`config.mk`:
```
export PLATFORM = sky130hd
export DESIGN_NAME = mem_access_adapter
export DESIGN_NICKNAME = d
export VERILOG_FILES = /design/src/rtl/mem_adapt_pkg.sv /design/src/rtl/mem_region_decode.sv /design/src/rtl/mem_lane_former.sv /design/src/rtl/mem_access_adapter.sv
export SDC_FILE = /design/constraint.sdc
export NUM_CORES = 1
export LEC_CHECK = 0
export BUFFER_PORTS_ARGS = -buffer_cell sky130_fd_sc_hd__buf_4
export CORE_MARGIN = 5
export CORE_UTILIZATION = 45
export DETAILED_ROUTE_END_ITERATION = 10
export PLACE_DENSITY = 0.77
export SETUP_SLACK_MARGIN = 0.05
export SYNTH_ARGS = -nofsm -noshare
export SYNTH_HDL_FRONTEND = slang
export SYNTH_HIERARCHICAL = 1
export SYNTH_SLANG_ARGS = --single-unit
```
`constraint.sdc`:
```
create_clock -name clk -period 1.8 [get_ports clk]
set_input_delay 0.18 -clock clk [delete_from_list [all_inputs] [get_ports clk]]
set_output_delay 0.18 -clock clk [all_outputs]
set_load 0.05 [all_outputs]
```
`src/rtl/mem_adapt_pkg.sv`:
```
package mem_adapt_pkg;
    localparam int WORD_W = 32;
    localparam int LANES  = WORD_W / 8;
    localparam int WS_W   = 8;

    typedef enum logic [1:0] {
        SZ_BYTE  = 2'd0,
        SZ_HALF  = 2'd1,
        SZ_WORD  = 2'd2,
        SZ_DWORD = 2'd3
    } size_e;

    typedef enum logic [1:0] {
        ST_IDLE,
        ST_WAIT,
        ST_XFER,
        ST_RESP
    } state_e;

    typedef struct packed {
        logic              write;
        logic [7:0]        asi;
        logic [WORD_W-1:0] addr;
        size_e             size;
        logic [WORD_W-1:0] wd_first;
        logic [WORD_W-1:0] wd_second;
    } acc_t;

    typedef struct packed {
        logic            fault;
        logic [WS_W-1:0] waits;
    } route_t;

    function automatic logic misaligned(size_e sz, logic [2:0] lo);
        case (sz)
            SZ_BYTE:  return 1'b0;
            SZ_HALF:  return lo[0];
            SZ_WORD:  return |lo[1:0];
            default:  return |lo;
        endcase
    endfunction
endpackage

```
`src/rtl/mem_region_decode.sv`:
```
module mem_region_decode
    import mem_adapt_pkg::*;
#(
    parameter logic [31:0] ROM_BASE  = 32'h0000_0000,
    parameter logic [31:0] ROM_BYTES = 32'h0008_0000,
    parameter int          ROM_WS    = 2,
    parameter logic [31:0] RAM_BASE  = 32'h0200_0000,
    parameter logic [31:0] RAM_BYTES = 32'h0040_0000,
    parameter int          RAM_WS    = 1
) (
    input  acc_t   acc,
    output route_t route
);
    logic [31:0] rom_off, ram_off;
    logic        in_rom, in_ram, bad_align;

    always_comb begin
        rom_off   = acc.addr - ROM_BASE;
        ram_off   = acc.addr - RAM_BASE;
        in_rom    = rom_off < ROM_BYTES;
        in_ram    = ram_off < RAM_BYTES;
        bad_align = misaligned(acc.size, acc.addr[2:0]);
        route.fault = bad_align || !(in_rom || in_ram) || (in_rom && acc.write);
        route.waits = in_ram ? WS_W'(RAM_WS) : WS_W'(ROM_WS);
    end
endmodule

```
`src/rtl/mem_lane_former.sv`:
```
module mem_lane_former
    import mem_adapt_pkg::*;
(
    input  size_e             size,
    input  logic [1:0]        offset,
    input  logic [WORD_W-1:0] wd,
    output logic [LANES-1:0]  be,
    output logic [WORD_W-1:0] lanes
);
    always_comb begin
        case (size)
            SZ_BYTE: begin
                be    = 4'b1000 >> offset;
                lanes = {LANES{wd[7:0]}};
            end
            SZ_HALF: begin
                be    = offset[1] ? 4'b0011 : 4'b1100;
                lanes = {(LANES/2){wd[15:0]}};
            end
            default: begin
                be    = '1;
                lanes = wd;
            end
        endcase
    end
endmodule

```
`src/rtl/mem_access_adapter.sv`:
```
module mem_access_adapter
    import mem_adapt_pkg::*;
#(
    parameter logic [31:0] ROM_BASE  = 32'h0000_0000,
    parameter logic [31:0] ROM_BYTES = 32'h0008_0000,
    parameter int          ROM_WS    = 2,
    parameter logic [31:0] RAM_BASE  = 32'h0200_0000,
    parameter logic [31:0] RAM_BYTES = 32'h0040_0000,
    parameter int          RAM_WS    = 1
) (
    input  logic        clk,
    input  logic        rst,
    input  logic        req,
    input  logic        req_write,
    input  logic [7:0]  req_asi,
    input  logic [31:0] req_addr,
    input  logic [1:0]  req_size,
    input  logic [31:0] req_wdata_first,
    input  logic [31:0] req_wdata_second,
    output logic        ack,
    output logic        err,
    output logic [31:0] rdata,
    output logic        mem_en,
    output logic        mem_we,
    output logic [7:0]  mem_asi,
    output logic [31:0] mem_addr,
    output logic [3:0]  mem_be,
    output logic [31:0] mem_wdata,
    input  logic [31:0] mem_rdata
);
    acc_t            acc_in, acc_q;
    route_t          route;
    state_e          state;
    logic [WS_W-1:0] cnt;
    logic            beat, err_q;
    logic [31:0]     rdata_q;
    logic [3:0]      lane_be;
    logic [31:0]     lane_data;

    always_comb begin
        acc_in.write     = req_write;
        acc_in.asi       = req_asi;
        acc_in.addr      = req_addr;
        acc_in.size      = size_e'(req_size);
        acc_in.wd_first  = req_wdata_first;
        acc_in.wd_second = req_wdata_second;
    end

    mem_region_decode #(
        .ROM_BASE(ROM_BASE), .ROM_BYTES(ROM_BYTES), .ROM_WS(ROM_WS),
        .RAM_BASE(RAM_BASE), .RAM_BYTES(RAM_BYTES), .RAM_WS(RAM_WS)
    ) u_decode (
        .acc   (acc_in),
        .route (route)
    );

    mem_lane_former u_lanes (
        .size   (acc_q.size),
        .offset (acc_q.addr[1:0]),
        .wd     (acc_q.wd_first),
        .be     (lane_be),
        .lanes  (lane_data)
    );

    always_ff @(posedge clk) begin
        if (rst) begin
            state   <= ST_IDLE;
            acc_q   <= '0;
            cnt     <= '0;
            beat    <= 1'b0;
            err_q   <= 1'b0;
            rdata_q <= '0;
        end else begin
            case (state)
                ST_IDLE: if (req) begin
                    acc_q <= acc_in;
                    beat  <= 1'b0;
                    err_q <= route.fault;
                    cnt   <= route.waits;
                    if (route.fault)            state <= ST_RESP;
                    else if (route.waits == '0) state <= ST_XFER;
                    else                        state <= ST_WAIT;
                end
                ST_WAIT: begin
                    cnt <= cnt - 1'b1;
                    if (cnt == WS_W'(1)) state <= ST_XFER;
                end
                ST_XFER: begin
                    if (acc_q.write && acc_q.size == SZ_DWORD && !beat) begin
                        beat <= 1'b1;
                    end else begin
                        state <= ST_RESP;
                        if (!acc_q.write) rdata_q <= mem_rdata;
                    end
                end
                default: state <= ST_IDLE;
            endcase
        end
    end

    always_comb begin
        ack       = (state == ST_RESP);
        err       = ack && err_q;
        rdata     = rdata_q;
        mem_en    = (state == ST_XFER);
        mem_we    = acc_q.write;
        mem_asi   = acc_q.asi;
        mem_addr  = {acc_q.addr[31:3], acc_q.addr[2] | beat, 2'b00};
        mem_be    = acc_q.write ? lane_be : 4'hF;
        mem_wdata = beat ? acc_q.wd_second : lane_data;
    end

    p_read_word_r1: assert property (@(posedge clk) disable iff (rst)
        (mem_en && !mem_we) |-> (mem_be == 4'hF && mem_addr[1:0] == 2'b00));

    p_byte_lane_r2: assert property (@(posedge clk) disable iff (rst)
        (mem_en && mem_we && acc_q.size == SZ_BYTE) |-> ($countones(mem_be) == 1));

    p_dword_pair_r4: assert property (@(posedge clk) disable iff (rst)
        (mem_en && mem_we && acc_q.size == SZ_DWORD && !beat)
        |=> (mem_en && mem_addr == $past(mem_addr) + 32'd4));

    p_err_nobeat_r6: assert property (@(posedge clk) disable iff (rst)
        (ack && err) |-> !$past(mem_en));

    p_ack_pulse_r10: assert property (@(posedge clk) disable iff (rst)
        ack |=> !ack);

    p_asi_steady_r10: assert property (@(posedge clk) disable iff (rst)
        (mem_en && $past(mem_en)) |-> $stable(mem_asi));
endmodule

```
---- Word-level counts from Yosys, hierarchy flattened ----
Index checks and enable logic that the tools add are counted.
W data, S select, Z words.
word-level totals
  flip-flop bits (word level) ............. 151
  bits of input ports ..................... 142
  output and inout bits ................... 112
  word-level logic and storage cells ...... 71
operators by class
  add/subtract/negate cells ............... 2
  order comparisons ....................... 2
  equal/unequal tests ..................... 12
  shifts and indexed selects .............. 1
  muxes and demuxes ....................... 18
  bitwise operators ....................... 3
  reductions and logical operators ........ 22
operators by type and width
  operator                  count
  $pmux W32 S2              1
  $lt A32 B20 Y1 const B    1
  $lt A32 B23 Y1 const B    1
  $mux W32                  1
  $sub A32 B26 Y32 const B  1
  $pmux W8 S2               1
  $mux W2                   6
  $reduce_and A3 Y1         3
  $eq A2 B2 Y1 const B      4
  $eq A8 B1 Y1 const B      1
  $logic_not A8 Y1          1
  $mux W4                   2
  $mux W8                   1
  $pmux W4 S2               1
  $sub A8 B1 Y8 const B     1
  $eq A2 B1 Y1 const B      3
  $logic_not A2 Y1          3
  $ne A2 B2 Y1 const B      3
  $pmux W2 S3               1
  $logic_and A1 B1 Y1       4
  $reduce_and A2 Y1         2
  $reduce_bool A2 Y1        2
  $shr A4 B2 Y4 const A     1
  $logic_or A1 B1 Y1        3
  other kinds (9)           12

---- Depth between registers and ports, before layout ----
  word-level depth ........................ 9
  gate-level depth with buffers ........... 10
  depth with buffers taken out ............ 9

---- By module ----
Netlist, hierarchy kept.
by module, submodules not included
  module              instances  cells each  area an instance (µm²)  seq. area each (µm²)
  mem_access_adapter  1          791         6,267.3                 3,022.9
  mem_lane_former     1          60          524.3                   0.0
  mem_region_decode   1          27          171.4                   0.0

---- Worst setup path after synthesis ----
OpenSTA, ideal clock, no wires.
  path type ............................... flip-flop to flip-flop
  start point ............................. register state[0]
  end point ............................... register state[0]
  library setup time ...................... 0.088 ns
  arrival ................................. 1.762 ns
  required time ........................... 1.712 ns
  setup slack ............................. -0.050 ns
  stages on the path, launching flop included .. 7
  buffers on the path ..................... 0
  clock period less this slack ............ 1.850 ns
  cells stage by stage .................... dfxtp_1 inv_1 ha_1 nand3b_1 o21a_1 and2_2 a311oi_2
on the way
  longest elaborated chain between the ends .. 3
  elaborated cells on any way between the ends .. 8
  those cells by class .................... 5 x eq/ne; 1 x mux; 2 x reduce/logical
ends and longest elaborated chain
  what                                line                      RTL
  start: declaration                  mem_access_adapter.sv:33  state_e state;
  start signal: assignment            mem_access_adapter.sv:67  state <= ST_IDLE;
  start signal: assignment            mem_access_adapter.sv:80  if (route.fault) state <= ST_RESP;
  start signal: assignment            mem_access_adapter.sv:81  else if (route.waits == '0) state <= ST_XFER;
  $eq A2 B2 Y1 *                      --
  named net mem_en                    mem_access_adapter.sv:23  output logic mem_en,
  $ne A2 B2 Y1 (no source line)       --
  $reduce_and A3 Y1 (no source line)  --
The timed path passes the listed nets; every way through them passes the cells marked *.
A chain may end at the register's enable or synchronous reset.

---- Worst setup path after layout ----
  start point ............................. register acc_q[65] (netlist bit)
  end point ............................... output mem_wdata[9]
on the way
  longest elaborated chain between the ends .. 3
  elaborated cells on any way between the ends .. 4
  those cells by class .................... 1 x eq/ne; 2 x mux; 1 x reduce/logical
ends and longest elaborated chain
  what                                                     line                       RTL
  start: declaration                                       mem_access_adapter.sv:31   acc_t acc_in, acc_q;
  start signal: assignment                                 mem_access_adapter.sv:76   acc_q <= acc_in;
  $eq A2 B1 Y1 / $logic_not A2 Y1 (equally long branches)  mem_lane_former.sv:11      case (size)
  $pmux W32 S2 *                                           mem_lane_former.sv:11
  named net lane_data[9]                                   mem_access_adapter.sv:38   logic [31:0] lane_data;
  $mux W32 *                                               mem_access_adapter.sv:110  mem_wdata = beat ? acc_q.wd_second : lane_data;
  end: declaration                                         mem_access_adapter.sv:28   output logic [31:0] mem_wdata,
Marks and branches as above.

==> impl_metrics.tcl <==
set metrics [dict create \
    crit_path_cell_trace "nor2_4 > buf_12 > mux2_4 > mux2_4 > buf_8" \
    rsz0062_at_grt "yes" \
    totalPowerFinal_uw 14100 \
    drv_cap 0 \
    drc 0 \
    fmax_mhz 502 \
    ant_nets 0 \
    ys_ff_latch 151 \
    grt_usage_pct 23.1 \
    final-setup-viol-count 24 \
    start_util_pct 45.8 \
    cts_tree "yes" \
    core_area_mm2 0.0152 \
    ios 254 \
    synth-async-reset-ratio_pct 0 \
    syn-cell-area_mm2 0.00696 \
    post-route-period-util_pct 111 \
    drive_above_1_share_pct 34.8 \
    clockBufferDepth 2 \
    powerDensity_mw_per_mm2 1360 \
    clk_latency_ns 0.42 \
    dieWidth_um 134 \
    cts_made_buffers 17 \
    gp_congestion 0.867 \
    final-max-slew-violation-count 0 \
    via_per_inst 5.12 \
    fin_tns_setup_ns -2.85 \
    cp.required_ns 1.62 \
    critPathSlowestCell "dfxtp_4" \
    finClkSkew_ns 0.00882 \
    crit_top_cell "mux2_4" \
    end_kind "output port" \
    crit_fanout 8 \
    hold_viol 0 \
    antenna_cells 0 \
    die-area_mm2 0.0181 \
    outcome "finished, violations left" \
    htreeDepth 4 \
    arrival_ns 1.81 \
    fin_crit_ns 1.99 \
    start_kind "register" \
    yosysWarnings 6 \
    drtIter0Drc 403 \
    dr.pass1.iters 5 \
    violations "setup timing" \
    fillers 1183 \
    seqCellArea_mm2 0.00303 \
    timing.final.ws_setup_ns -0.193 \
    critPathTopFamily "multiplexers" \
    grt_max_degree 72 \
    dp_hpwl_um 14400 \
    io_buffers 251 \
    row_count 45 \
    synth_edf_count 0 \
    nets 1286 \
    p_leak_uw 0.00444 \
    grt_antenna_before_repair 0 \
    path_buf_inv 2 \
    vias 6840 \
    drt_wl_total_um 22200 \
    cts_root_buf "clkbuf_16" \
    grt_pass1_vias 6580 \
    path_class "reg2out" \
    synth_cells 878 \
    ir_worst_vdd_uv 735 \
    synth-seq-area-share_pct 43.4 \
    overflow 0 \
    syn_area_per_cell_um2 7.93 \
    syn_to_final_growth_pct 49.0 \
    wl_per_cell_um 16.6 \
    final_area_mm2 0.0104 \
    grt_pass1_wl_um 33400 \
    multiInputGateArea_mm2 0.00342 \
    cts.sinks 151 \
    place_area_mm2 0.00876 \
    yosys_most_used_dff "dfxtp_1" \
    die_h_um 134 \
    path_clk_slew_ns 0.06 \
    slowest_delay_ns 0.37 \
    ys_types 52 \
    hp-class "in2reg" \
]
Yosys cell counts (all sizes together) (3+ instances only):
master | count | area share [%]
buf | 72 | 7.5
nor2b | 5 | 0.45
mux2 | 48 | 7.8
dfxtp | 151 | 43
inv | 8 | 0.43
or4 | 3 | 0.32
and2 | 3 | 0.29
o21ai | 21 | 2.1
o21bai | 4 | 0.43
nor2 | 14 | 0.86
o21a | 3 | 0.32
nor4 | 3 | 0.27
a21oi | 152 | 11
nor3 | 3 | 0.22
nand2 | 296 | 16
ha | 8 | 1.4
clkbuf | 40 | 2.2
a211oi | 3 | 0.40
nand2b | 6 | 0.54
mux2i | 8 | 1.2
kinds of logic (layout without fill, tap and decap cells):
logic type | after synthesis | in the layout | share of synthesized area (%)
muxes | 56 | 56 | 8.91
DFF | 151 | 151 | 43.4
buffers and inverters | 120 | 384 | 10.1
and+or+nand+nor | 347 | 347 | 20.4
other | 2 | 8 | 0.108
adders and majority gates | 8 | 8 | 1.44
xor gates and xnor gates | 1 | 1 | 0.126
AOI/OAI and AO/OA | 193 | 193 | 15.5
cell usage in the layout, fill, tap and decap left out, drive strengths merged, types with 5 or more instances in the layout:
cell / synthesis / layout
nand2: 296 / 296
buf: 72 / 283
a21oi: 152 / 152
dfxtp: 151 / 151
dlygate4sd3: 0 / 60
mux2: 48 / 48
clkbuf: 40 / 21
o21ai: 21 / 21
nor2: 14 / 14
inv: 8 / 9
conb: 2 / 8
ha: 8 / 8
mux2i: 8 / 8
nand2b: 6 / 6
clkinv: 0 / 6
nor2b: 5 / 5
area by class of cell:
class / count / share of cell area (%)
multi-input cells: 613 / 32.9
clock buffers: 19 / 4.27
well taps: 188 / 2.27
flip-flops and latches: 151 / 29.2
clock inverters: 12 / 1.24
repair buffers: 345 / 29.7
inverters: 8 / 0.289
flip-flops by register name, indices dropped and copies added (netlist names), 2 cells and up:
signal    cells
acc_q        69
cnt           8
mem_addr     29
mem_asi       8
rdata        32
state         2
per-stage QoR:
| step | cells | worst slack [ns] | hold WS, ns | utilization [%] |
|---|---|---|---|---|
| 2_1_floorplan | 884 | 0.0737 | 0.316 | - |
| 3_3_place_gp | 1239 | -0.185 | 0.426 | 57.6 |
| 3_5_place_dp | 1239 | -0.213 | 0.433 | 57.6 |
| 4_1_cts | 1333 | -0.181 | 0.000132 | 66.4 |
| 5_1_grt | 1336 | -0.232 | -0.00123 | 68.3 |
| 6_report | 1336 | -0.193 | 0.00836 | 68.3 |
timing repair:
| action | CTS | global route |
|---|---|---|
| hold endpoints to repair | 59 | 1 |
| hold buffers | 59 | 1 |
| setup endpoints to repair | 32 | 102 |
| pin swaps | 1 | 1 |
| cloned | 1 | 2 |
| setup buffers | 3 | 0 |
| resized for setup | 29 | 56 |
worst paths after layout:
kind / startpoint / endpoint / slack, ns / cells after the start
worst max-delay path: acc_q[65]$_SDFFE_PP0P_ / mem_wdata[9] / -0.19 / 5
worst min-delay path: req_wdata_second[8] / acc_q[8]$_SDFFE_PP0P_ / 0.008 / 3
worst max register to register: state[0]$_SDFFE_PP0P_ / mem_addr[13]$_SDFFE_PP0P_ / 0.17 / 7
worst min register to register: acc_q[68]$_SDFFE_PP0P_ / acc_q[68]$_SDFFE_PP0P_ / 0.45 / 2
worst reg2reg max path, cell delays in order (launching register included):
cell     delay, ns
dfxtp_1       0.37
inv_2         0.14
ha_4          0.18
buf_4         0.13
and2_4        0.23
buf_12        0.22
nand2_1       0.11
a21oi_1       0.17
routing by layer:
layer,part of all wire (%),GRT usage (%),up-vias
met4,1.9,7.07,0
li1,-,-,3362
met3,8.5,7.54,35
met2,49,38.9,274
met1,41,28.0,3169
met5,0,0,-
report_power, final:
part | switching [uW] | total (uW) | internal (uW)
Clock | 1400 | 3460 | 2060
Combinational | 3800 | 6190 | 2380
Sequential | 463 | 4440 | 3980
Power figures use the tool's default switching activity.
